**config.mk**
```make
export PLATFORM = sky130hd
export DESIGN_NAME = bkt_search
export DESIGN_NICKNAME = d
export VERILOG_FILES = /design/src/rtl/bkt_pkg.sv /design/src/rtl/bkt_issue.sv /design/src/rtl/bkt_gather.sv /design/src/rtl/bkt_match.sv /design/src/rtl/bkt_search.sv
export SDC_FILE = /design/constraint.sdc
export NUM_CORES = 1
export LEC_CHECK = 0
export BUFFER_PORTS_ARGS = -buffer_cell sky130_fd_sc_hd__buf_4
export CAP_MARGIN = 40
export CORE_ASPECT_RATIO = 1.4
export CORE_MARGIN = 1.5
export CORE_UTILIZATION = 45
export CTS_CLUSTER_SIZE = 30
export DETAILED_ROUTE_END_ITERATION = 7
export REMOVE_ABC_BUFFERS = 1
export SLEW_MARGIN = 20
export SYNTH_ARGS = -nofsm -noshare
export SYNTH_HDL_FRONTEND = slang
export SYNTH_SLANG_ARGS = --single-unit
```
**constraint.sdc**
```tcl
create_clock -name clk -period 6.85 [get_ports clk]
set_input_delay 0.685 -clock clk [delete_from_list [all_inputs] [get_ports clk]]
set_output_delay 0.685 -clock clk [all_outputs]
set_load 0.03 [all_outputs]
```
**src/rtl/bkt_pkg.sv**
```systemverilog
// Package: shared helper functions for the bucket fetch and search block.
// Assumes: all arguments are positive constants that are known at elaboration.
package bkt_pkg;

    // Ceiling division, used to size the burst length and the buffers.
    function automatic int cdiv(input int num, input int den);
        return (num + den - 1) / den;
    endfunction

    // Width of a counter that holds values 0 .. n-1, never less than one bit.
    function automatic int cnt_w(input int n);
        return (n > 1) ? $clog2(n) : 1;
    endfunction

endpackage

```
**src/rtl/bkt_issue.sv**
```systemverilog
// Module: bkt_issue
// Accepts one lookup request and issues BEATS consecutive word reads for
// the chosen bucket. It passes the beat index, a last-beat flag and the key
// along with each read, so that the data side can be matched to them.
// Assumes: the memory returns read data exactly one cycle after the strobe.
module bkt_issue
    import bkt_pkg::*;
#(
    parameter int BKT_W  = 8,
    parameter int KEY_W  = 24,
    parameter int BEATS  = 3,
    parameter int ADDR_W = 10
) (
    input  logic              clk,
    input  logic              rst_n,
    input  logic              req_valid,
    output logic              req_ready,
    input  logic [BKT_W-1:0]  req_bucket,
    input  logic [KEY_W-1:0]  req_key,
    output logic              rd_en,
    output logic [ADDR_W-1:0] rd_addr,
    output logic [cnt_w(BEATS)-1:0] rd_beat,
    output logic              rd_last,
    output logic [KEY_W-1:0]  rd_key
);
    localparam int BT_W = cnt_w(BEATS);
    localparam logic [BT_W-1:0] LAST_BEAT = BT_W'(BEATS - 1);

    logic              busy_q;
    logic [BT_W-1:0]   beat_q;
    logic [ADDR_W-1:0] base_q;
    logic [KEY_W-1:0]  key_q;

    // Request hand-off: ready when idle or when issuing the final beat.
    always_comb begin
        rd_last   = busy_q && (beat_q == LAST_BEAT);
        req_ready = !busy_q || rd_last;
    end

    // Burst sequencer: load a new bucket or step through the current one.
    always_ff @(posedge clk) begin
        if (!rst_n) begin
            busy_q <= 1'b0;
            beat_q <= '0;
            base_q <= '0;
            key_q  <= '0;
        end else if (req_valid && req_ready) begin
            busy_q <= 1'b1;
            beat_q <= '0;
            base_q <= ADDR_W'(req_bucket) * ADDR_W'(BEATS);
            key_q  <= req_key;
        end else if (busy_q) begin
            if (rd_last) begin
                busy_q <= 1'b0;
            end else begin
                beat_q <= beat_q + 1'b1;
            end
        end
    end

    // Memory-side outputs of the current beat.
    always_comb begin
        rd_en   = busy_q;
        rd_addr = base_q + ADDR_W'(beat_q);
        rd_beat = beat_q;
        rd_key  = key_q;
    end
endmodule

```
**src/rtl/bkt_gather.sv**
```systemverilog
// Module: bkt_gather
// Matches each returning memory word with its beat tag, keeps the earlier
// words of the bucket, and presents the whole bucket as one flat vector in
// the cycle its final word arrives. Word j sits at bits WORD_W*j.
// Assumes: one-cycle read latency and no gap between the beats of a bucket.
module bkt_gather
    import bkt_pkg::*;
#(
    parameter int KEY_W  = 24,
    parameter int WORD_W = 72,
    parameter int BEATS  = 3
) (
    input  logic                    clk,
    input  logic                    rst_n,
    input  logic                    tag_en,
    input  logic [cnt_w(BEATS)-1:0] tag_beat,
    input  logic                    tag_last,
    input  logic [KEY_W-1:0]        tag_key,
    input  logic [WORD_W-1:0]       word,
    output logic                    bkt_vld,
    output logic [KEY_W-1:0]        bkt_key,
    output logic [BEATS*WORD_W-1:0] bkt_flat
);
    localparam int BT_W = cnt_w(BEATS);

    logic             d_en_q;
    logic [BT_W-1:0]  d_beat_q;
    logic             d_last_q;
    logic [KEY_W-1:0] d_key_q;

    // Tag delay: align the beat tags with the data arriving one cycle later.
    always_ff @(posedge clk) begin
        if (!rst_n) begin
            d_en_q   <= 1'b0;
            d_beat_q <= '0;
            d_last_q <= 1'b0;
            d_key_q  <= '0;
        end else begin
            d_en_q   <= tag_en;
            d_beat_q <= tag_beat;
            d_last_q <= tag_last;
            d_key_q  <= tag_key;
        end
    end

    assign bkt_vld = d_en_q && d_last_q;
    assign bkt_key = d_key_q;

    generate
        if (BEATS > 1) begin : g_multi
            logic [WORD_W-1:0] hold_q [BEATS-1];
            for (genvar j = 0; j < BEATS - 1; j++) begin : g_word
                // Word store: capture beat j of the bucket being read.
                always_ff @(posedge clk) begin
                    if (!rst_n) begin
                        hold_q[j] <= '0;
                    end else if (d_en_q && (d_beat_q == BT_W'(j))) begin
                        hold_q[j] <= word;
                    end
                end
                assign bkt_flat[j*WORD_W +: WORD_W] = hold_q[j];
            end
            assign bkt_flat[(BEATS-1)*WORD_W +: WORD_W] = word;
        end else begin : g_single
            assign bkt_flat = word;
        end
    endgenerate
endmodule

```
**src/rtl/bkt_match.sv**
```systemverilog
// Module: bkt_match
// Splits a flat bucket into SLOTS entries of {prefix, port}. It compares
// every occupied entry with the key and reports the lowest matching slot.
// An entry whose bits are all zero is treated as empty.
// Assumes: FLAT_W is at least SLOTS*(KEY_W+PORT_W).
module bkt_match #(
    parameter int KEY_W  = 24,
    parameter int PORT_W = 16,
    parameter int SLOTS  = 5,
    parameter int FLAT_W = 216
) (
    input  logic [FLAT_W-1:0] flat,
    input  logic [KEY_W-1:0]  key,
    output logic              hit,
    output logic [PORT_W-1:0] port
);
    localparam int ENT_W = KEY_W + PORT_W;

    // Priority search: scan from the top so that the lowest slot wins.
    always_comb begin
        hit  = 1'b0;
        port = '0;
        for (int i = SLOTS - 1; i >= 0; i--) begin
            if ((|flat[i*ENT_W +: ENT_W]) &&
                (flat[i*ENT_W + PORT_W +: KEY_W] == key)) begin
                hit  = 1'b1;
                port = flat[i*ENT_W +: PORT_W];
            end
        end
    end
endmodule

```
**src/rtl/bkt_search.sv**
```systemverilog
// Module: bkt_search (top)
// Fetches one fixed-size bucket per lookup from a synchronous memory and
// searches it for the key. The result is registered and pulsed on rsp_valid
// BEATS+1 edges after the request is accepted, in request order.
// Assumes: the memory has a read latency of one cycle and no stalls.
module bkt_search
    import bkt_pkg::*;
#(
    parameter int BKT_W  = 8,
    parameter int KEY_W  = 24,
    parameter int PORT_W = 16,
    parameter int WORD_W = 72,
    parameter int SLOTS  = 5,
    parameter int BEATS  = cdiv(SLOTS * (KEY_W + PORT_W), WORD_W),
    parameter int ADDR_W = BKT_W + cnt_w(BEATS)
) (
    input  logic              clk,
    input  logic              rst_n,
    input  logic              req_valid,
    output logic              req_ready,
    input  logic [BKT_W-1:0]  req_bucket,
    input  logic [KEY_W-1:0]  req_key,
    output logic              rsp_valid,
    output logic              rsp_hit,
    output logic [PORT_W-1:0] rsp_port,
    output logic              mem_rd_en,
    output logic [ADDR_W-1:0] mem_addr,
    input  logic [WORD_W-1:0] mem_rd_data
);
    localparam int BT_W   = cnt_w(BEATS);
    localparam int FLAT_W = BEATS * WORD_W;

    logic [BT_W-1:0]   iss_beat;
    logic              iss_last;
    logic [KEY_W-1:0]  iss_key;
    logic              bkt_vld;
    logic [KEY_W-1:0]  bkt_key;
    logic [FLAT_W-1:0] bkt_flat;
    logic              m_hit;
    logic [PORT_W-1:0] m_port;

    bkt_issue #(
        .BKT_W(BKT_W), .KEY_W(KEY_W), .BEATS(BEATS), .ADDR_W(ADDR_W)
    ) u_issue (
        .clk(clk), .rst_n(rst_n),
        .req_valid(req_valid), .req_ready(req_ready),
        .req_bucket(req_bucket), .req_key(req_key),
        .rd_en(mem_rd_en), .rd_addr(mem_addr),
        .rd_beat(iss_beat), .rd_last(iss_last), .rd_key(iss_key)
    );

    bkt_gather #(
        .KEY_W(KEY_W), .WORD_W(WORD_W), .BEATS(BEATS)
    ) u_gather (
        .clk(clk), .rst_n(rst_n),
        .tag_en(mem_rd_en), .tag_beat(iss_beat), .tag_last(iss_last),
        .tag_key(iss_key), .word(mem_rd_data),
        .bkt_vld(bkt_vld), .bkt_key(bkt_key), .bkt_flat(bkt_flat)
    );

    bkt_match #(
        .KEY_W(KEY_W), .PORT_W(PORT_W), .SLOTS(SLOTS), .FLAT_W(FLAT_W)
    ) u_match (
        .flat(bkt_flat), .key(bkt_key), .hit(m_hit), .port(m_port)
    );

    // Result register: one pulse per bucket, with the port forced to zero on a miss.
    always_ff @(posedge clk) begin
        if (!rst_n) begin
            rsp_valid <= 1'b0;
            rsp_hit   <= 1'b0;
            rsp_port  <= '0;
        end else begin
            rsp_valid <= bkt_vld;
            rsp_hit   <= bkt_vld && m_hit;
            rsp_port  <= (bkt_vld && m_hit) ? m_port : '0;
        end
    end
endmodule

```
==> results of run 1 <==
tightest hold or removal path, delay by kind of cell:
kind | cells | cell delay (ns)
buf+inv | 1 | 0.08
simple gates | 2 | 0.09
synth_stat cells, drive strengths merged (3+ instances only):
cell      n
nor4     70
clkbuf   36
edfxtp  144
nor2     64
nor2b     3
o221ai   15
ha       12
inv      46
a211oi    4
xnor2    71
nand2    42
nand3    22
a21o      4
a221oi   13
a21oi    29
and2    138
nor3b    16
o21ai    28
nor3     37
xor2     62
nand4    28
dfxtp    83
and3      4
buf      34
sequential cells by signal, summed over array words and instances, names as in the netlist:
| signal | flops |
|---|---|
| u_gather.d_last_q | 1 |
| u_issue.rd_en | 1 |
| u_gather.d_beat_q | 2 |
| u_gather.bkt_key | 24 |
| u_issue.rd_beat | 2 |
| u_issue.rd_key | 24 |
| rsp_port | 16 |
| u_gather.g_multi.hold_q | 144 |
| rsp_valid | 1 |
| rsp_hit | 1 |
| u_issue.base_q | 10 |
| u_gather.d_en_q | 1 |
cell families (layout without fill, tap and decap cells):
| kind of cell | count (synthesis) | in the layout | share of synthesized area, % |
|---|---|---|---|
| buffers and inverters | 116 | 238 | 4.52 |
| adder cells (fa/ha/maj) | 14 | 14 | 1.74 |
| AND/OR/NAND/NOR | 431 | 431 | 22.2 |
| flip-flops | 227 | 227 | 54.9 |
| AO/OA/AOI/OAI | 100 | 100 | 5.98 |
| XOR/XNOR | 133 | 133 | 10.7 |
placed cells by master, fill, tap and decap left out, types with 12 or more instances in the layout:
| cell type | instances |
|---|---|
| edfxtp_1 | 144 |
| ha_1 | 12 |
| nand4_1 | 28 |
| nor3_1 | 35 |
| dfxtp_1 | 83 |
| xor2_1 | 62 |
| nand3_1 | 21 |
| inv_1 | 46 |
| a221oi_1 | 13 |
| o21ai_0 | 27 |
| and2_1 | 138 |
| buf_4 | 146 |
| clkbuf_16 | 25 |
| nand2_1 | 41 |
| nor3b_1 | 16 |
| a21oi_1 | 29 |
| nor2_1 | 62 |
| o221ai_1 | 15 |
| nor4_1 | 69 |
| xnor2_1 | 71 |
power groups by stage:
| stage | combinational (mW) | sequential [mW] | clock (mW) |
|---|---|---|---|
| final | 0.318 | 1.60 | 1.40 |
| after global placement | 0.309 | 1.63 | 0 |
| after floorplan | 0.168 | 1.60 | 0 |
| after global routing | 0.344 | 1.61 | 1.46 |
| after detailed placement | 0.317 | 1.63 | 0 |
| after CTS | 0.318 | 1.60 | 1.41 |
cell type report:
cell class | instances | area, um^2 | share of cell area [%]
Clock buffer | 32 | 696 | 5.34
Clock inverter | 9 | 148 | 1.13
Inverter | 46 | 173 | 1.33
Multi-Input combinational cell | 678 | 4450 | 34.1
Sequential cell | 227 | 5990 | 45.9
Tap cell | 310 | 388 | 2.98
Timing Repair Buffer | 151 | 1190 | 9.15
how the worst min path moves through the flow:
stage / start / endpoint / slack [ns]
detailed placement: u_issue.rd_key[1] / u_gather.bkt_key[1] / 0.44
global route: req_key[6] / u_issue.rd_key[6] / 0.37
floorplan: u_issue.rd_key[0] / u_gather.bkt_key[0] / 0.42
finish: req_key[13] / u_issue.rd_key[13] / 0.37
global placement: u_issue.rd_key[5] / u_gather.bkt_key[5] / 0.43
CTS: req_key[9] / u_issue.rd_key[9] / 0.36
stage by stage:
| step | cell area, um^2 | hold WS, ns | utilization (%) |
|---|---|---|---|
| detailed placement | 12200 | 0.436 | 51.0 |
| CTS | 13000 | 0.364 | 54.5 |
| global route | 13000 | 0.366 | 54.5 |
| floorplan | 10600 | 0.424 | - |
| global placement | 12100 | 0.433 | 50.6 |
| finish | 13000 | 0.373 | 54.5 |
per-layer routing:
layer | part of all wire [%] | up-vias | global-route usage, %
met1 | 37 | 3940 | 31.5
met3 | 6.2 | 120 | 3.58
li1 | - | 3802 | -
met5 | 0 | - | 0
met2 | 50 | 380 | 46.5
met4 | 6.9 | 0 | 16.9
==> flow_summary.toml, run 1 <==
[worst_setup_path]
crit_end = "rsp_port[14]"
cp.arrival_ns = 3.49
critical_path.cell_chain = "xor2_1, nor4_1, nand4_1, nor3_4, inv_1, o221ai_1, a221oi_1"
cpMaxStageDelayCell = "nor3_4"
critPathLaunch = "u_gather.bkt_key[9]"
critPathTopFamily = "simple AND/OR/NAND/NOR gates"
r2r_end = "rsp_port[14]"
cp_slowest_stage_delay_ns = 0.75
crit_cells = 7
timing.reg2reg.setup_slack_ns = 3.73
cp_max_fo = 19
reg2reg_depth = 7
critPathKind = "flip-flop to flip-flop"
cp-end-kind = "flip-flop"
crit_buf_inv = 1
cp-start-kind = "flip-flop"
required_ns = 7.22
reg2reg_from = "u_gather.bkt_key[9]"

[power]
seq_power_share_pct = 48.4
p_sw_uw = 791
switching_share_pct = 23.8
peakVddDrop_mv = 0.215
intPower_mw = 2.53
clock_power_share_pct = 42.1
p_leak_nw = 5.17
power_mw = 3.32
p_comb_share_pct = 9.6
powerDensity_nw_per_um2 = 255

[global_routing]
first_global_vias = 8436
antenna_found_initial = 0
grt_max_degree = 57
grtUsageTotal_pct = 27.0
grt_pass1_wl_um = 50200
grt-ovfl-total = 0

[cts]
cts_hold_buf = 0
numCtsBuffers = 23
numClockSinks = 227
clk_path_buf_depth = 3
clock_latency_ns = 0.52
root_buffer = "clkbuf_16"
cts_setup_buffers = 0
cts-htree-levels = 1
clkTransAtPathRegs_ns = 0.06
post_cts_resized = 0
cts_tree = "yes"

[logic_synthesis]
synth_top_area_share_pct = 39.7
synth_top_area_cell = "edfxtp_1"
synth_edf_count = 144
syn_inst = 1021
synth_area_um2 = 10900
synth_warnings = 0
yosysSeqAreaShare_pct = 54.9
synth_cell_type_count = 41
ys_seq_elements = 227
syn_avg_cell_area_um2 = 10.7
netlist_top_cells_area = "edfxtp_1 40%, dfxtp_1 15%, and2_1 7.9%"
yosys_most_used_dff = "edfxtp_1"
synth-async-reset-ratio_pct = 0

[timing]
post-route-period-util_pct = 45.6
tightest_slew_ns = 0.825
max_slew_margin_pct = 44.8
fin_crit_ns = 3.12
fmax_mhz = 320
rsz0062_at_grt = "no"
hold_violations = 0
fin_ws_ns = 3.73
skew_ns = 0.0190
slew_viol_final = 0
setup_viol = 0
fin_setup_tns_ns = 0

[placed_design]
port_buffers = 136
dp.cells = 1411
dp_hpwl_um = 25800
gp_congestion = 0.975
dpl_worst_slack_ns = 3.41

[routing]
vias_per_cell = 5.67
vias = 8242
wl_per_cell_um = 23.3
drt_pass1_iterations = 5
drt_iter0_drc = 642
drc = 0
wl_um = 33900
ant_nets = 0

[die]
ios = 137
dieArea_um2 = 25200
fp.dieH_um = 187
die_w_um = 135
coreArea_um2 = 23900
start_util_pct = 45.6
rows = 67

[layout]
fin_nets = 1248
instances_no_fill = 1453
area_delta_synth_final_pct = 19.5
num-fill-cells = 2188
drive_gt1_share_pct = 17.4
num_antenna_cells = 0

[flow_run]
drv_cap = 0

[worst_hold_path]
hold_depth = 3
hold_path_class = "input port to flip-flop"

[status]
status = "finished clean"
No activity file was read; power rests on OpenSTA's default activity.
==> inputs of run 2 (changes only) <==
--- a/config.mk
+++ b/config.mk
@@ -5,6 +5,7 @@
 export SDC_FILE = /design/constraint.sdc
 export NUM_CORES = 1
 export LEC_CHECK = 0
+export ABC_AREA = 1
 export BUFFER_PORTS_ARGS = -buffer_cell sky130_fd_sc_hd__buf_4
 export CAP_MARGIN = 40
 export CORE_ASPECT_RATIO = 1.4
@@ -12,6 +13,7 @@
 export CORE_UTILIZATION = 45
 export CTS_CLUSTER_SIZE = 30
 export DETAILED_ROUTE_END_ITERATION = 7
+export PLACE_DENSITY = 0.67
 export REMOVE_ABC_BUFFERS = 1
 export SLEW_MARGIN = 20
 export SYNTH_ARGS = -nofsm -noshare
==> constraint.sdc (replaced) <==
create_clock -name clk -period 2.65 [get_ports clk]
set_input_delay 0.265 -clock clk [delete_from_list [all_inputs] [get_ports clk]]
set_output_delay 0.265 -clock clk [all_outputs]
set_load 0.03 [all_outputs]
==> flow_summary.toml, run 2 <==
[status]
status = "finished clean"

[power]
p_sw_mw = 2.13
p_leak_nw = 6.20
clock_power_share_pct = 41.1
p_comb_share_pct = 10.9
intPower_mw = 6.49
switching_share_pct = 24.7
seq_power_share_pct = 48.0
peakVddDrop_mv = 0.577
powerDensity_nw_per_um2 = 622

[global_routing]
grt_max_degree = 73
first_global_vias = 9290
grtUsageTotal_pct = 25.3
antenna_found_initial = 0
grt_use_met1_pct = 29.0
grt-ovfl-total = 0
grt_pass1_wl_um = 50000
grt_busiest_layer = "met2"
grtUsageMet2_pct = 44.5
use_met3_pct = 3.11

[timing]
rsz0062_at_grt = "no"
skew_ns = 0.0117
max_slew_margin_pct = 52.0
tightest_slew_ns = 0.719
fmax_mhz = 396
fin_crit_ns = 2.52
setup_viol = 0
slew_viol_final = 0
post-route-period-util_pct = 95.2
hold_violations = 0

[layout]
num-fill-cells = 2297
largest_reg_flops = 144
num_antenna_cells = 0
layout_commonest_cell = "nor2_1"
final_area_um2 = 13900
area_delta_synth_final_pct = 21.0
seq_area_um2 = 5990
fin_nets = 1626
post-route-util_pct = 55.8
multi_input_comb_area_um2 = 4310
layout_common_cells = "289 x nor2_1, 222 x inv_1, 198 x nand2_1"
regMostFlops = "u_gather.g_multi.hold_q"
drive_gt1_share_pct = 14.8

[routing]
ant_nets = 0
wl_um = 32700
drc = 0
drt_pass1_iterations = 5
vias_per_cell = 5.10
wl_per_cell_um = 17.8
drt_iter0_drc = 715
vias = 9370

[placed_design]
gp_congestion = 0.941
place_area_um2 = 12800
dp_hpwl_um = 24900
port_buffers = 136

[flow_run]
drv_cap = 0

[logic_synthesis]
synth_most_common_cell = "nor2_1"
synth-async-reset-ratio_pct = 0
synth_area_um2 = 11500
ys_seq_elements = 227
syn_inst = 1356
synth_warnings = 0
synth_cell_type_count = 35
syn_avg_cell_area_um2 = 8.45
synth_top_area_cell = "edfxtp_1"
yosys_most_used_dff = "edfxtp_1"
synth_edf_count = 144
synth_top_area_share_pct = 37.8
netlist_top_cells_area = "edfxtp_1 38%, dfxtp_1 15%, nor2_1 9.5%"
yosysSeqAreaShare_pct = 52.3
ys_top_cells_by_count = "289 x nor2_1, 222 x inv_1, 198 x nand2_1"

[die]
dieArea_um2 = 26400
die_w_um = 138
ios = 137
rows = 68
fp.dieH_um = 192
start_util_pct = 46.1
coreArea_um2 = 24800

[cts]
numCtsBuffers = 24
clock_latency_ns = 0.52
numClockSinks = 227
cts-htree-levels = 1
clkTransAtPathRegs_ns = 0.06
root_buffer = "clkbuf_16"
clk_path_buf_depth = 3
cts_tree = "yes"
cts_setup_buffers = 0

[worst_setup_path]
critPathKind = "flip-flop to output pin"
reg2reg_depth = 8
required_ns = 2.38
cp_max_fo = 4
cp-end-kind = "output pin"
cp-start-kind = "flip-flop"
cp.arrival_ns = 2.26

[worst_hold_path]
hold_depth = 3
hold_path_class = "input port to flip-flop"
## run 2: per-layer routing
metal,vias up,routed length (um)
li1,4565,-
met2,409,16400
met5,-,0
met1,4282,12000
met4,0,2180
met3,114,2130
## run 2: worst paths after layout
check	from	endpoint	slack (ns)
max	u_issue.rd_beat[0]	mem_addr[8]	0.13
max reg2reg	u_gather.bkt_key[17]	rsp_port[11]	0.33
min reg2reg	u_issue.rd_key[12]	u_gather.bkt_key[12]	0.43
min	req_key[3]	u_issue.rd_key[3]	0.01
## run 2: worst max-delay path: stages (launching register included)
cell and delay (ns):
dfxtp_2 0.35, ha_1 0.17, inv_1 0.06, fa_2 0.39, nor4_4 0.32, nand2_1 0.10
xor2_1 0.17, buf_4 0.19
## run 2: power groups by stage
| stage | clock, mW | sequential (mW) | combinational (mW) |
|---|---|---|---|
| after floorplan | 0 | 4.16 | 0.522 |
| after detailed placement | 0 | 4.20 | 0.910 |
| after global placement | 0 | 4.20 | 0.902 |
| final | 3.54 | 4.13 | 0.942 |
| after global routing | 3.70 | 4.15 | 1.04 |
| after CTS | 3.58 | 4.13 | 0.946 |
## run 2: cells by family (layout without fill, tap and decap cells)
kind of cell	Yosys count	in the layout	share of synthesized area (%)
and+or+nand+nor	611	611	22.4
DFF	227	227	52.3
buffers and inverters	282	449	10.5
AOI/OAI and AO/OA	121	121	5.54
xor gates and xnor gates	101	101	7.72
adders and majority gates	14	14	1.66
## run 2: area by class of cell
type,instances,area share (%)
Clock buffer,33,5.26
Multi-Input combinational cell,847,31.1
Sequential cell,227,43.2
Clock inverter,11,0.794
Inverter,225,6.09
Tap cell,315,2.84
Timing Repair Buffer,180,10.7
## run 2: what timing repair did
action / in CTS / in global routing
resized for setup: 3 / 2
gates cloned: 0 / 0
hold buffers: 22 / 0
endpoints found under the hold margin: 22 / 0
setup endpoints to repair: 2 / 1
## run 2: stage by stage
stage / power, mW / setup slack [ns] / TNS (ns) / instances / hold WS (ns)
after floorplan: 4.68 / -3.67 / -528.86 / 1299 / 0.363
after global placement: 5.10 / 0.463 / 0 / 1772 / 0.413
after detailed placement: 5.11 / 0.443 / 0 / 1772 / 0.420
after CTS: 8.66 / 0.0690 / 0 / 1838 / 0.00143
after global routing: 8.89 / 0.00472 / 0 / 1838 / 0.0327
final: 8.62 / 0.127 / 0 / 1838 / 0.0114
==> inputs of run 3 (changes only) <==
--- a/config.mk
+++ b/config.mk
@@ -8,7 +8,6 @@
 export ABC_AREA = 1
 export BUFFER_PORTS_ARGS = -buffer_cell sky130_fd_sc_hd__buf_4
 export CAP_MARGIN = 40
-export CORE_ASPECT_RATIO = 1.4
 export CORE_MARGIN = 1.5
 export CORE_UTILIZATION = 45
 export CTS_CLUSTER_SIZE = 30
==> flow_summary.toml, run 3 (synthesis results as in run 2) <==
[die]
die_w_um = 163
ios = 137
rows = 58
start_util_pct = 45.6
coreArea_um2 = 25100
fp.dieH_um = 163
dieArea_um2 = 26400

[worst_setup_path]
crit_buf_inv = 2
critical_path.cell_chain = "ha_1, inv_1, fa_2, nor4_4, nand2_1, xor2_1, buf_4"
required_ns = 2.38
critPathKind = "flip-flop to output pin"
cpMaxStageDelayCell = "fa_2"
cp.arrival_ns = 2.27
cp-end-kind = "output pin"
cp-start-kind = "flip-flop"
critPathTopFamily = "adder cells"
cp_slowest_stage_delay_ns = 0.38
cp_max_fo = 4

[power]
powerDensity_nw_per_um2 = 621
peakVddDrop_mv = 0.349
switching_share_pct = 25.1
intPower_mw = 6.44
p_comb_share_pct = 10.8
seq_power_share_pct = 48.1
p_sw_mw = 2.16
clock_power_share_pct = 41.0
p_leak_nw = 6.17

[timing]
hold_violations = 0
setup_viol = 0
fmax_mhz = 395
slew_viol_final = 0
post-route-period-util_pct = 95.5
hold_ws_ns = 0.0409
fin_crit_ns = 2.53
rsz0062_at_grt = "no"
max_slew_margin_pct = 62.3
skew_ns = 0.0208
tightest_slew_ns = 0.565
fin_setup_tns_ns = 0

[placed_design]
dp_hpwl_um = 23800
port_buffers = 136
gp_congestion = 0.927

[cts]
cts_tree = "yes"
clkTransAtPathRegs_ns = 0.06
numClockSinks = 227
clk_path_buf_depth = 3
numCtsBuffers = 25
root_buffer = "clkbuf_16"
clock_latency_ns = 0.54
cts-htree-levels = 1

[global_routing]
grt-ovfl-total = 0
grtUsageTotal_pct = 24.8
grt_max_degree = 73
grt_pass1_wl_um = 49800
antenna_found_initial = 0
first_global_vias = 9125

[routing]
vias = 9377
vias_per_cell = 5.06
drt_iter0_drc = 891
wl_per_cell_um = 17.2
wl_um = 31800
drc = 0
ant_nets = 0
drt_pass1_iterations = 5

[layout]
num_antenna_cells = 0
drive_gt1_share_pct = 14.6
area_delta_synth_final_pct = 20.8
regMostFlops = "u_gather.g_multi.hold_q"
layout_common_cells = "289 x nor2_1, 222 x inv_1, 198 x nand2_1"
num-fill-cells = 2369
largest_reg_flops = 144
fin_nets = 1626
layout_commonest_cell = "nor2_1"

[flow_run]
drv_cap = 0

[status]
status = "finished clean"

[worst_hold_path]
hold_path_class = "input port to flip-flop"
## run 3: cell types whose count changed in the layout (fill, tap and decap cells not counted), moves of 2 or more
| cell | delta |
|---|---|
| inv_6 | +2 |
| clkinv_2 | +4 |
| dlygate4sd3_1 | +4 |
| buf_12 | -3 |
| clkbuf_16 | -3 |
| buf_4 | -2 |
## run 3: metal layers
layer	vias to the layer above	global-route usage, %	wire length (um)
li1	4565	-	-
met4	0	8.01	1010
met5	-	1.33	0
met1	4310	33.6	13300
met3	63	5.02	3200
met2	439	39.7	14400
## run 3: power by group through the flow
stage / clock, mW / combinational (mW) / sequential (mW)
final: 3.53 / 0.932 / 4.14
after global routing: 3.71 / 1.03 / 4.16
after CTS: 3.57 / 0.930 / 4.13
after detailed placement: 0 / 0.893 / 4.21
after global placement: 0 / 0.888 / 4.20
after floorplan: 0 / 0.522 / 4.16
## run 3: metrics by stage
step | setup slack (ns) | std cells | util [%] | cell area, um^2 | power, mW
after floorplan | -3.67 | 1299 | - | 11100 | 4.68
final | 0.118 | 1854 | 55.1 | 13800 | 8.60
after detailed placement | 0.379 | 1782 | 50.7 | 12700 | 5.10
after global routing | 0.0199 | 1854 | 55.1 | 13800 | 8.90
after global placement | 0.425 | 1782 | 50.7 | 12700 | 5.09
after CTS | 0.0514 | 1854 | 55.1 | 13800 | 8.64
## run 3: path summary, 6_finish.rpt
kind | startpoint | to | slack (ns) | cells after the start
max | u_issue.rd_beat[0] | mem_addr[8] | 0.12 | 7
min | mem_rd_data[71] | u_gather.g_multi.hold_q[0][71] | 0.04 | 3
min reg2reg | u_issue.rd_key[8] | u_gather.bkt_key[8] | 0.43 | 2
max reg2reg | u_gather.bkt_key[11] | rsp_port[14] | 0.25 | 11
## run 3: worst reg2reg max path, stage by stage (launching register included)
cell	delay, ns
dfxtp_1	0.61
xnor2_1	0.17
nand2_1	0.09
nor2_1	0.21
nand2_1	0.12
nor2_1	0.16
nand3_1	0.11
inv_1	0.44
nand3_1	0.16
nand2_1	0.11
a21oi_1	0.06
nor2_1	0.09
## run 3: final cells by class
cell class	instances	area [um^2]	share of cell area, %
Sequential cell	227	5990	43.3
Multi-Input combinational cell	847	4320	31.2
Timing Repair Buffer	179	1450	10.5
Inverter	225	845	6.10
Clock buffer	30	664	4.80
Tap cell	330	413	2.98
Clock inverter	16	163	1.18
## run 3: repair_timing
| item | in CTS | in global routing |
|---|---|---|
| setup buffers | 0 | 0 |
| hold endpoints to repair | 26 | 0 |
| setup endpoints to repair | 2 | 2 |
| resized for setup | 3 | 2 |
| hold buffers | 26 | 0 |
| gates cloned | 0 | 0 |
